--- src/rtl/circ_ret_stack_pkg.sv ---
package circ_ret_stack_pkg;
  localparam int unsigned DEPTH  = 8;
  localparam int unsigned ADDR_W = 13;
  localparam int unsigned PTR_W  = $clog2(DEPTH);

  typedef enum logic [1:0] {
    OP_IDLE = 2'b00,
    OP_POP  = 2'b01,
    OP_PUSH = 2'b10,
    OP_SWAP = 2'b11
  } stk_op_e;
endpackage

--- src/rtl/crs_pointer.sv ---
module crs_pointer
  import circ_ret_stack_pkg::*;
#(
  parameter int unsigned P_W = PTR_W
) (
  input  logic           clk,
  input  logic           rst,
  input  stk_op_e        op,
  output logic [P_W-1:0] ptr
);
  localparam logic [P_W-1:0] ONE = {{(P_W-1){1'b0}}, 1'b1};

  always_ff @(posedge clk) begin
    if (rst) begin
      ptr <= '0;
    end else begin
      unique case (op)
        OP_PUSH: ptr <= ptr + ONE;
        OP_POP:  ptr <= ptr - ONE;
        default: ptr <= ptr;
      endcase
    end
  end

  AST_PTR_WRAP_UP: assert property (@(posedge clk) disable iff (rst)
    op == OP_PUSH |=> ptr == P_W'($past(ptr) + ONE));
  AST_PTR_WRAP_DN: assert property (@(posedge clk) disable iff (rst)
    op == OP_POP |=> ptr == P_W'($past(ptr) - ONE));
  AST_PTR_SWAP_HOLD: assert property (@(posedge clk) disable iff (rst)
    op == OP_SWAP |=> $stable(ptr));
endmodule

--- src/rtl/crs_store.sv ---
module crs_store
  import circ_ret_stack_pkg::*;
#(
  parameter int unsigned N   = DEPTH,
  parameter int unsigned W   = ADDR_W,
  parameter int unsigned A_W = PTR_W
) (
  input  logic           clk,
  input  logic           we,
  input  logic [A_W-1:0] waddr,
  input  logic [W-1:0]   wdata,
  input  logic [A_W-1:0] raddr,
  output logic [W-1:0]   rdata
);
  logic [W-1:0] mem [N];

  always_ff @(posedge clk) begin
    if (we) mem[waddr] <= wdata;
  end

  assign rdata = mem[raddr];
endmodule

--- src/rtl/circ_ret_stack.sv ---
module circ_ret_stack
  import circ_ret_stack_pkg::*;
#(
  parameter int unsigned STK_DEPTH = DEPTH,
  parameter int unsigned STK_W     = ADDR_W
) (
  input  logic             clk,
  input  logic             rst,
  input  logic             push,
  input  logic             pop,
  input  logic [STK_W-1:0] push_addr,
  output logic [STK_W-1:0] tos
);
  localparam int unsigned     P_W = $clog2(STK_DEPTH);
  localparam logic [P_W-1:0]  ONE = {{(P_W-1){1'b0}}, 1'b1};
  localparam logic [P_W-1:0]  TWO = P_W'(2);

  stk_op_e        op;
  logic [P_W-1:0] ptr;
  logic [P_W-1:0] waddr;
  logic [P_W-1:0] raddr;
  logic [STK_W-1:0] rdata;
  logic           we;

  assign op    = stk_op_e'({push, pop});
  assign we    = push;
  // A swap overwrites the current top; a plain push fills the free slot.
  assign waddr = pop ? (ptr - ONE) : ptr;
  // After a plain pop the new top sits two below the current pointer.
  assign raddr = ptr - TWO;

  crs_pointer #(.P_W(P_W)) u_ptr (
    .clk (clk),
    .rst (rst),
    .op  (op),
    .ptr (ptr)
  );

  crs_store #(.N(STK_DEPTH), .W(STK_W), .A_W(P_W)) u_mem (
    .clk   (clk),
    .we    (we),
    .waddr (waddr),
    .wdata (push_addr),
    .raddr (raddr),
    .rdata (rdata)
  );

  always_ff @(posedge clk) begin
    if (rst) begin
      tos <= '0;
    end else begin
      unique case (op)
        OP_PUSH, OP_SWAP: tos <= push_addr;
        OP_POP:           tos <= rdata;
        default:          tos <= tos;
      endcase
    end
  end

  AST_PUSH_TOP: assert property (@(posedge clk) disable iff (rst)
    push |=> tos == $past(push_addr));
  AST_IDLE_HOLD: assert property (@(posedge clk) disable iff (rst)
    (!push && !pop) |=> $stable(tos));
endmodule

--- config.mk ---
export PLATFORM = sky130hd
export DESIGN_NAME = circ_ret_stack
export DESIGN_NICKNAME = d
export VERILOG_FILES = /design/src/rtl/circ_ret_stack_pkg.sv /design/src/rtl/crs_pointer.sv /design/src/rtl/crs_store.sv /design/src/rtl/circ_ret_stack.sv
export SDC_FILE = /design/constraint.sdc
export NUM_CORES = 1
export LEC_CHECK = 0
export ABC_AREA = 1
export BUFFER_PORTS_ARGS = -buffer_cell sky130_fd_sc_hd__buf_2
export CORE_MARGIN = 4
export CORE_UTILIZATION = 58
export CTS_CLUSTER_DIAMETER = 200
export DETAILED_ROUTE_END_ITERATION = 12
export GPL_TIMING_DRIVEN = 1
export MAX_ROUTING_LAYER = met4
export PLACE_DENSITY = 0.76
export SYNTH_ARGS = -nofsm -noshare
export SYNTH_HDL_FRONTEND = slang
export SYNTH_HIERARCHICAL = 1
export SYNTH_SLANG_ARGS = --single-unit
--- constraint.sdc ---
create_clock -name clk -period 2.6 [get_ports clk]
set_input_delay 0 -clock clk [delete_from_list [all_inputs] [get_ports clk]]
set_output_delay 0 -clock clk [all_outputs]
set_load 0.02 [all_outputs]
Yosys cells after proc, flatten, opt, wreduce, memory -nomap -nowiden --
Memory sizes are Yosys's and may differ from the RTL's. Cells that the tools add are included.
Storage, ports and cells: register bits after elaboration 16, bits in latches 0, memory bits (writable) 104, bits in read-only memories 0, bits of input ports 17, output and inout bits 13, logic and storage cells 17, memories kept 1
Operators by class: $add $sub $neg 3, multipliers 0, divide/modulo/power cells 0, order comparisons 0, equality and inequality tests 3, shift operators 0, multiplexer cells 5, bitwise operators 0, reductions and logical operators 3
Memories:
- u_mem.mem | words 8, bits a word 13, rd ports 1, clocked after Yosys merged registers in 0, wr ports 1, RTL line crs_store.sv:15 | logic [W-1:0] mem [N];
Operator list (count):
- 13-bit one-hot mux with 2 select lines | 1
- 3-bit one-hot mux with 2 select lines | 1
- 2-bit == test, second input constant | 2
- 2-bit nonzero test | 2
- 3-bit by 1-bit adder with 3-bit output, second input constant | 1
- 3-bit 2-to-1 mux | 1
- 3-bit by 1-bit subtractor with 3-bit output, second input constant | 1
- 3-bit by 2-bit subtractor with 3-bit output, second input constant | 1
- 2-bit by 1-bit == test with 1-bit output, second input constant | 1
- 1-bit 2-to-1 mux | 2
- 2-bit OR reduction | 1

Logic depth before layout (Yosys ltp) --
Gate-level depths: netlist (run 1).
word-level depth 3, mapped depth 12, depth with buffers taken out 10

By module --
Netlist (run 1), hierarchy kept.
Modules (own cells, without submodules):
- crs_store | times used 1, cells an instance 467, area each 4631.9 µm², sequential area each 3123.0 µm²
- circ_ret_stack | times used 1, cells an instance 110, area each 852.1 µm², sequential area each 260.2 µm²
- crs_pointer | times used 1, cells an instance 24, area each 170.2 µm², sequential area each 60.1 µm²

Least setup slack after synthesis (run 1) --
No wires, ideal clock.
path type reg2reg, start point register u_ptr.ptr[0], end point memory u_mem/mem[2][0] (netlist bit) (enable), arrival time 1.643 ns, data required time 2.218 ns, setup slack 0.575 ns, stages on the path, launching flop included 9, buffers on the path 0, clock period less this slack 2.025 ns, cells stage by stage dfxtp_1 inv_1 ha_1 nand2_1 xor2_1 inv_1 inv_1 nand2_1 nor2_1
Between the ends: word-level cells in the longest chain between the ends 2
Ends and longest elaborated chain:
- start: declaration | RTL line crs_pointer.sv:9 | output logic [P_W-1:0] ptr
- start signal: assignment | RTL line crs_pointer.sv:18 | OP_PUSH: ptr <= ptr + ONE;
- start signal: assignment | RTL line crs_pointer.sv:19 | OP_POP: ptr <= ptr - ONE;
- start signal: assignment | RTL line crs_pointer.sv:20 | default: ptr <= ptr;
- 3-bit by 1-bit subtractor with 3-bit output | RTL line circ_ret_stack.sv:28 | assign waddr = pop ? (ptr - ONE) : ptr;
- 3-bit 2-to-1 mux | RTL line circ_ret_stack.sv:28
- net waddr[2] | RTL line circ_ret_stack.sv:20 | logic [P_W-1:0] waddr;
- end: declaration | RTL line crs_store.sv:15
The timed path passes the listed nets, and every way through them passes these cells.

Final worst setup path (run 1) --
start point register u_ptr.ptr[1], end point memory u_mem/mem[1][6] (netlist bit) (enable)
Same word-level chain as after synthesis.

==> impl_metrics.toml, run 1 <==
[global_routing]
antenna_found_initial = 0
grt_first_pass_wirelength_mm = 19.9
gr-total-overflow = 0
grt_pass1_vias = 3971
grt_max_degree = 53
grt_use_total = 0.239

[synth]
ys.warnings.count = 6
synth-edff-count = 104
synth.most_common_cell = "nand2_1"
syn_avg_cell_area_um2 = 9.41
synth.distinct_cells = 23
ys_top_cells_by_area = "edfxtp_1, nand2_1, inv_1"
synth-seq-cells = 120
synth_common_cells = "nand2_1, inv_1, edfxtp_1"
synth_nets = 621
synth_top_area_frac = 0.552
yosysTopAreaCell = "edfxtp_1"
netlist_area_um2 = 5650
synthCells = 601
async_flop_share = 0
synth_ff_type = "edfxtp_1"
synth_seq_area_share = 0.609

[clocking]
cts_tree = "yes"
cts.clk_slew.worst_paths_ps = 50
clock-root-buffer = "clkbuf_8"
clk_path_buf_depth = 2
h-tree-depth = 4
cts.repair.resized = 0
clock_latency_ps = 510
cts.sinks = 120
cts_buffers = 17

[min_path]
hp-class = "in2reg"
hp-start = "push"

[timing]
max_slew_margin = 0.597
hold_violations = 0
final_max_slew_viol_count = 0
period_needed_ps = 1900
rsz0062_at_grt = "false"
tightest_slew_ps = 604
setup_tns_ps = 0
fin_crit_sh = 0.733
clock_skew_ps = 6.99
setup_violations = 0
fmax_mhz = 525

[routing]
ant_nets = 0
viasPerCell = 5.12
drt-total-wl_mm = 12.6
route.detailed.drc = 0
routed-via-count = 4082
wl_per_cell_um = 15.8
drt-pass1-iter-count = 6
drt_iter0_drc = 459

[power_and_ir_drop]
power_density_nw_per_um2 = 769
p_leak_uw = 0.00319
ir_drop_mv = 0.453

[critical_path]
cp_common_cell = "inv_1"
cp_data_required_time_ps = 2810
crit_arrival_ps = 2120
critPathSlowestCell = "dfxtp_1"
setup.worst_path.class = "reg2reg"
cp.buffers_inverters = 4
worstPathCellList = "inv_1 > ha_1 > nand2_1 > xor2_1 > inv_1 > inv_1 > nand2_1 > nor2_1 > buf_4"
regToRegStartpoint = "u_ptr/ptr[1]"
critPathLaunch = "u_ptr/ptr[1]"
path_max_fanout = 7
cpPeakStageDelay_ps = 420
cp-start-kind = "flop"
cp_top_family = "buffers and inverters"
critPathCaptureType = "flop"

[layout]
syn_to_final_growth_pct = 15.8
layout.nets = 677
drive_above_1_share = 0.163
finalCoreUtilization = 0.698
antennaDiodeCount = 0

[floorplanning]
initial_utilization = 0.603
rows = 35
core_area_um2 = 9370
die-area_um2 = 11400
pin_count = 30
fp.dieW_um = 107
die_h_um = 107

[job]
cap_violations = 0

[placement]
hpwlAfterDp_mm = 7.78
place_congestion = 0.897
io_buffer_count = 29

[status]
outcome = "complete, no violations"
[worst min-delay path: cells and delay by family]
| family | cells | cell delay [ps] |
|---|---|---|
| buf+inv | 2 | 300 |
| simple gates | 3 | 250 |
[area by class of cell]
type	instances	area, µm²
tap	129	161
clock inverter	12	87.6
timing repair buffer	61	420
clock buffer	19	422
inverter	133	507
sequential	120	3440
fill	696	2830
multi-input combinational	324	1500
[kinds of logic (layout without fill, tap and decap cells)]
logic type               after synthesis  after routing  synth area share
AO/OA/AOI/OAI                          4              4           0.00354
adder cells (fa/ha/maj)                3              3           0.00797
flip-flops                           120            120             0.609
XOR/XNOR                               3              3           0.00465
AND/OR/NAND/NOR                      314            314             0.250
buffers and inverters                157            225             0.125
[final timing paths]
kind	slack, ps	endpoint	cells past startpoint
worst max-delay path	700	u_mem/mem[1][6]	9
worst min-delay path	90	tos[3]	5
worst max register to register	700	u_mem/mem[1][6]	9
worst min register to register	540	tos[0]	4
[sequential cells by signal (all words and copies together) (netlist names)]
register and cells:
u_mem/mem 104, u_ptr/ptr 3, tos 13
[what timing repair did]
| item | in CTS | in global routing |
|---|---|---|
| hold endpoints to repair | 120 | 0 |
| setup buffers | 0 | 0 |
| hold buffers | 14 | 0 |
| endpoints found under the setup margin | 0 | 0 |
[report_power, final]
group	total [µW]	leakage (µW)	switching [µW]	internal, µW
clock	2000	0.000253	765	1240
combinational	778	0.00185	533	246
sequential	2250	0.00108	38.5	2220
[metal layers]
| metal | track usage | share of wire |
|---|---|---|
| met1 | 0.309 | 0.43 |
| met2 | 0.369 | 0.48 |
| met3 | 0.0464 | 0.067 |
| met4 | 0.107 | 0.024 |
| met5 | - | 0 |
[cell usage in the layout (no fill, tap or decap), drive strengths merged]
cell type	netlist	final
nor2	16	16
clkinv	0	10
edfxtp	104	104
o21ai	2	2
buf	22	47
ha	2	2
inv	133	133
fa	1	1
nand4	1	1
dfxtp	16	16
xor2	2	2
nand3	78	78
a21oi	2	2
clkinvlp	0	1
bufinv	0	1
xnor2	1	1
dlygate4sd3	0	14
clkbuf	2	19
nand2	219	219
[metrics by stage]
stage	total power [µW]	hold slack, ps	cell area [µm²]	worst slack, ps	std cells
3_3_place_gp	3010	279	5900	758	753
5_1_grt	5230	112	6550	532	798
3_5_place_dp	3030	284	5900	721	753
4_1_cts	5050	52.6	6550	716	798
2_1_floorplan	2830	98.9	5650	575	601
6_report	5030	90.8	6550	695	798
Note: power is estimated with default switching activity, not from simulation.
==> inputs of run 2 (changes only) <==
Settings changed: CORE_UTILIZATION 58 to 55.
Clock period 2.6 ns to 1.75 ns, I/O delays scaled along.
==> impl_metrics.toml, run 2 (synthesis gave the netlist of run 1 again) <==
[status]
outcome = "finished with violations"
violations = "setup timing"

[clocking]
h-tree-depth = 4
cts.clk_slew.worst_paths_ps = 60
cts.sinks = 120
clk_path_buf_depth = 2
clock_latency_ps = 530
cts_buffers = 17
clock-root-buffer = "clkbuf_8"
cts_tree = "yes"

[min_path]
hp-class = "in2reg"
hp-start = "pop"

[routing]
drt-pass1-iter-count = 6
drt-total-wl_mm = 13.9
wl_per_cell_um = 17.1
viasPerCell = 5.34
drt_iter0_drc = 437
routed-via-count = 4324
ant_nets = 0
route.detailed.drc = 0

[placement]
place_congestion = 0.862
hpwlAfterDp_mm = 8.05
io_buffer_count = 29

[critical_path]
cp_data_required_time_ps = 1980
setup.worst_path.class = "reg2reg"
cp-start-kind = "flop"
regToRegStartpoint = "u_ptr/ptr[0]"
crit_arrival_ps = 2040
critPathCaptureType = "flop"
critPathLaunch = "u_ptr/ptr[0]"
path_max_fanout = 7

[floorplanning]
die_h_um = 109
rows = 36
fp.dieW_um = 109
core_area_um2 = 9910
die-area_um2 = 12000
initial_utilization = 0.571
pin_count = 30

[timing]
final_max_slew_viol_count = 0
setup_violations = 25
fmax_mhz = 553
clock_skew_ps = 6.04
setup_tns_ps = -717
fin_crit_sh = 1.03
tightest_slew_ps = 600
hold_violations = 0
rsz0062_at_grt = "true"
postLayoutSetupSlackWorst_ps = -56.9
period_needed_ps = 1810
max_slew_margin = 0.599

[power_and_ir_drop]
power_density_nw_per_um2 = 1180
ir_drop_mv = 0.874
p_leak_uw = 0.00327

[global_routing]
grt_use_total = 0.250
busiest_layer = "met2"
grt_pass1_vias = 4189
met3_usage = 0.0599
grt_max_degree = 53
antenna_found_initial = 0
grtUsageMet1 = 0.315
grtUsageMet2 = 0.390
grt_first_pass_wirelength_mm = 21.3
gr-total-overflow = 0

[layout]
layout_common_cells = "nand2_1, inv_1, edfxtp_1, nand3_1, buf_2"
layout.nets = 683
antennaDiodeCount = 0
top_regs = "u_mem/mem x104, tos x13, u_ptr/ptr x3"
mostFrequentLayoutCell = "nand2_1"
finalCoreUtilization = 0.691
syn_to_final_growth_pct = 21.1
regMostFlops = "u_mem/mem"
drive_above_1_share = 0.198
largest_reg_flops = 104

[job]
cap_violations = 0
-- run 2: cell count changes in the layout (fill, tap and decap cells not counted), sizes merged --
cell | previous run | this run
buf | 47 | 51
dlygate4sd3 | 14 | 15
clkinv | 10 | 3
clkbuf | 19 | 26
bufinv | 1 | 2
clkinvlp | 1 | 2
-- run 2: worst paths after layout --
path              cells past startpoint  slack, ps         endpoint
hold / removal                        6        110           tos[6]
setup / recovery                      6        -60  u_mem/mem[4][8]
setup reg to reg                      6        -60  u_mem/mem[4][8]
hold reg to reg                       4        540           tos[7]
-- run 2: per-stage QoR --
stage / setup WS (ps) / total power, µW / std cells / hold slack (ps) / instance area, µm²
after floorplan: -150 / 4240 / 601 / 98.9 / 5700
after global placement: 26.9 / 4520 / 756 / 279 / 5980
after detailed placement: -73.2 / 4570 / 756 / 296 / 5980
after CTS: -21.9 / 8010 / 807 / 57.8 / 6770
after global routing: -113 / 8390 / 809 / 116 / 6850
final: -56.9 / 8080 / 809 / 108 / 6850
-- run 2: power by group --
part | leakage [µW] | switching [µW] | internal, µW
clock | 0.000284 | 1180 | 2210
sequential | 0.00108 | 52.9 | 3290
combinational | 0.00191 | 906 | 436
total | 0.00327 | 2140 | 5930
-- run 2: timing repair --
| action | in CTS | in global routing |
|---|---|---|
| endpoints found under the hold margin | 120 | 0 |
| pin swaps | 3 | 0 |
| hold buffers | 15 | 0 |
| endpoints found under the setup margin | 59 | 105 |
| buffers inserted | 4 | 1 |
| gates cloned | 0 | 1 |
| resized for setup | 0 | 19 |
-- run 2: cell type report --
class / count / area [µm²]
clock buffers: 25 / 494
clock inverters: 7 / 90.1
fillers: 709 / 3060
inverters: 133 / 514
multi-input cells: 324 / 1580
flip-flops and latches: 120 / 3450
well taps: 133 / 166
repair buffers: 67 / 559
-- run 2: critical path: stages (launching register included) --
cell	delay (ps)
dfxtp_2	310
buf_4	180
xor2_1	180
inv_1	80
nand2_1	210
nor2_1	320
buf_4	230
-- run 2: per-layer routing --
layer | share of wire | vias up
li1 | - | 1980
met1 | 0.41 | 2033
met2 | 0.49 | 270
met3 | 0.088 | 41
met4 | 0.020 | 0
met5 | 0 | -
==> inputs of run 3 (changes only) <==
Settings changed: CORE_UTILIZATION 55 to 30, PLACE_DENSITY 0.76 to default.
==> impl_metrics.toml, run 3 (synthesis gave the netlist of run 1 again) <==
[timing]
fin_crit_sh = 0.946
clock_skew_ps = 10.1
tightest_slew_ps = 607
postLayoutSetupSlackWorst_ps = 95.1
period_needed_ps = 1650
hold_violations = 0
rsz0062_at_grt = "true"
setup_violations = 0
max_slew_margin = 0.595
fmax_mhz = 604
final_max_slew_viol_count = 0

[clocking]
clock-root-buffer = "clkbuf_16"
cts_setup_buffers = 0
cts.sinks = 120
clock_latency_ps = 420
clk_path_buf_depth = 2
cts.clk_slew.worst_paths_ps = 60
cts_buffers = 17
h-tree-depth = 4
cts_tree = "yes"

[job]
cap_violations = 0

[floorplanning]
pin_count = 30
core_area_um2 = 18300
fp.dieW_um = 145
rows = 49
die-area_um2 = 21100
die_h_um = 145
initial_utilization = 0.309

[layout]
regArea_um2 = 3440
fillers = 1831
multiInputGateArea_um2 = 1550
top_regs = "u_mem/mem x104, tos x13, u_ptr/ptr x3"
antennaDiodeCount = 0
layout.nets = 683
mostFrequentLayoutCell = "nand2_1"
syn_to_final_growth_pct = 23.2
regMostFlops = "u_mem/mem"
largest_reg_flops = 104
drive_above_1_share = 0.185
layout_common_cells = "nand2_1, inv_1, edfxtp_1, nand3_1, buf_2"

[routing]
drt-pass1-iter-count = 5
drt-total-wl_mm = 12.8
routed-via-count = 3932
ant_nets = 0
viasPerCell = 4.34
route.detailed.drc = 0
wl_per_cell_um = 14.2
drt_iter0_drc = 269

[placement]
io_buffer_count = 29
dp_slack_ps = 53.6
hpwlAfterDp_mm = 8.15
place_congestion = 0.774

[critical_path]
critPathCaptureType = "flop"
setup.worst_path.class = "reg2reg"
worstPathCellList = "inv_1 > ha_1 > a21oi_2 > nand2_1 > nor2_4 > buf_4"
cp-start-kind = "flop"
crit_arrival_ps = 1780
critPathSlowestCell = "dfxtp_2"
cp_data_required_time_ps = 1870
path_max_fanout = 7
cpPeakStageDelay_ps = 350

[min_path]
hp-class = "in2reg"

[global_routing]
grt_first_pass_wirelength_mm = 20.6
grt_max_degree = 37
gr-total-overflow = 0
grt_use_total = 0.130
grt_pass1_vias = 3954
antenna_found_initial = 0

[power_and_ir_drop]
ir_drop_mv = 0.707
p_leak_uw = 0.00328
power_density_nw_per_um2 = 1160
power_uw = 8070

[status]
outcome = "complete, no violations"
==> run 3: layout make-up <==
| type | instances | area share |
|---|---|---|
| well taps | 229 | 0.0411 |
| flip-flops and latches | 120 | 0.494 |
| repair buffers | 67 | 0.0841 |
| inverters | 133 | 0.0731 |
| clock inverters | 14 | 0.0226 |
| multi-input cells | 324 | 0.223 |
| clock buffers | 18 | 0.0616 |
==> run 3: worst paths after layout <==
path                endpoint  cells past startpoint  slack [ps]          from
min                   tos[2]                      5          20          push
min reg2reg           tos[3]                      4         540        tos[3]
max          u_mem/mem[7][0]                      6         100  u_ptr/ptr[0]
max reg2reg  u_mem/mem[7][0]                      6         100  u_ptr/ptr[0]
==> run 3: per-stage QoR <==
| step | setup TNS [ps] | cells | hold WS, ps | cell area (µm²) | utilization |
|---|---|---|---|---|---|
| after global routing | -773 | 905 | 43.5 | 6970 | 0.381 |
| after floorplan | -3900 | 601 | 98.9 | 5700 | - |
| after CTS | 0 | 905 | 9.79 | 6950 | 0.380 |
| after detailed placement | 0 | 859 | 294 | 6220 | 0.341 |
| after global placement | 0 | 859 | 286 | 6220 | 0.341 |
| final | 0 | 905 | 15.0 | 6970 | 0.381 |
==> run 3: timing repair <==
item                                    4_1_cts  5_1_grt
gates resized for setup                       0        5
hold endpoints to repair                    107        0
hold buffers                                 14        0
endpoints found under the setup margin        0       99
==> run 3: per-layer routing <==
| layer | track usage | vias up | share of wire |
|---|---|---|---|
| li1 | - | 1982 | - |
| met1 | 0.163 | 1854 | 0.48 |
| met2 | 0.205 | 80 | 0.47 |
| met3 | 0.0352 | 16 | 0.041 |
| met4 | 0.0408 | 0 | 0.013 |
| met5 | - | - | 0 |
==> run 3: worst max-delay path, delay by kind of cell, from the launching register on <==
family	cells	cell delay, ps
AO/OA/AOI/OAI	1	180
adder cells (fa/ha/maj)	1	300
buffers and inverters	2	230
flip-flops	1	350
AND/OR/NAND/NOR	2	300
==> run 3: report_power, final <==
part | internal, µW | switching (µW) | total [µW]
registers | 3290 | 49.8 | 3340
logic | 438 | 822 | 1260
clock network | 2220 | 1260 | 3470
total | 5940 | 2130 | 8070
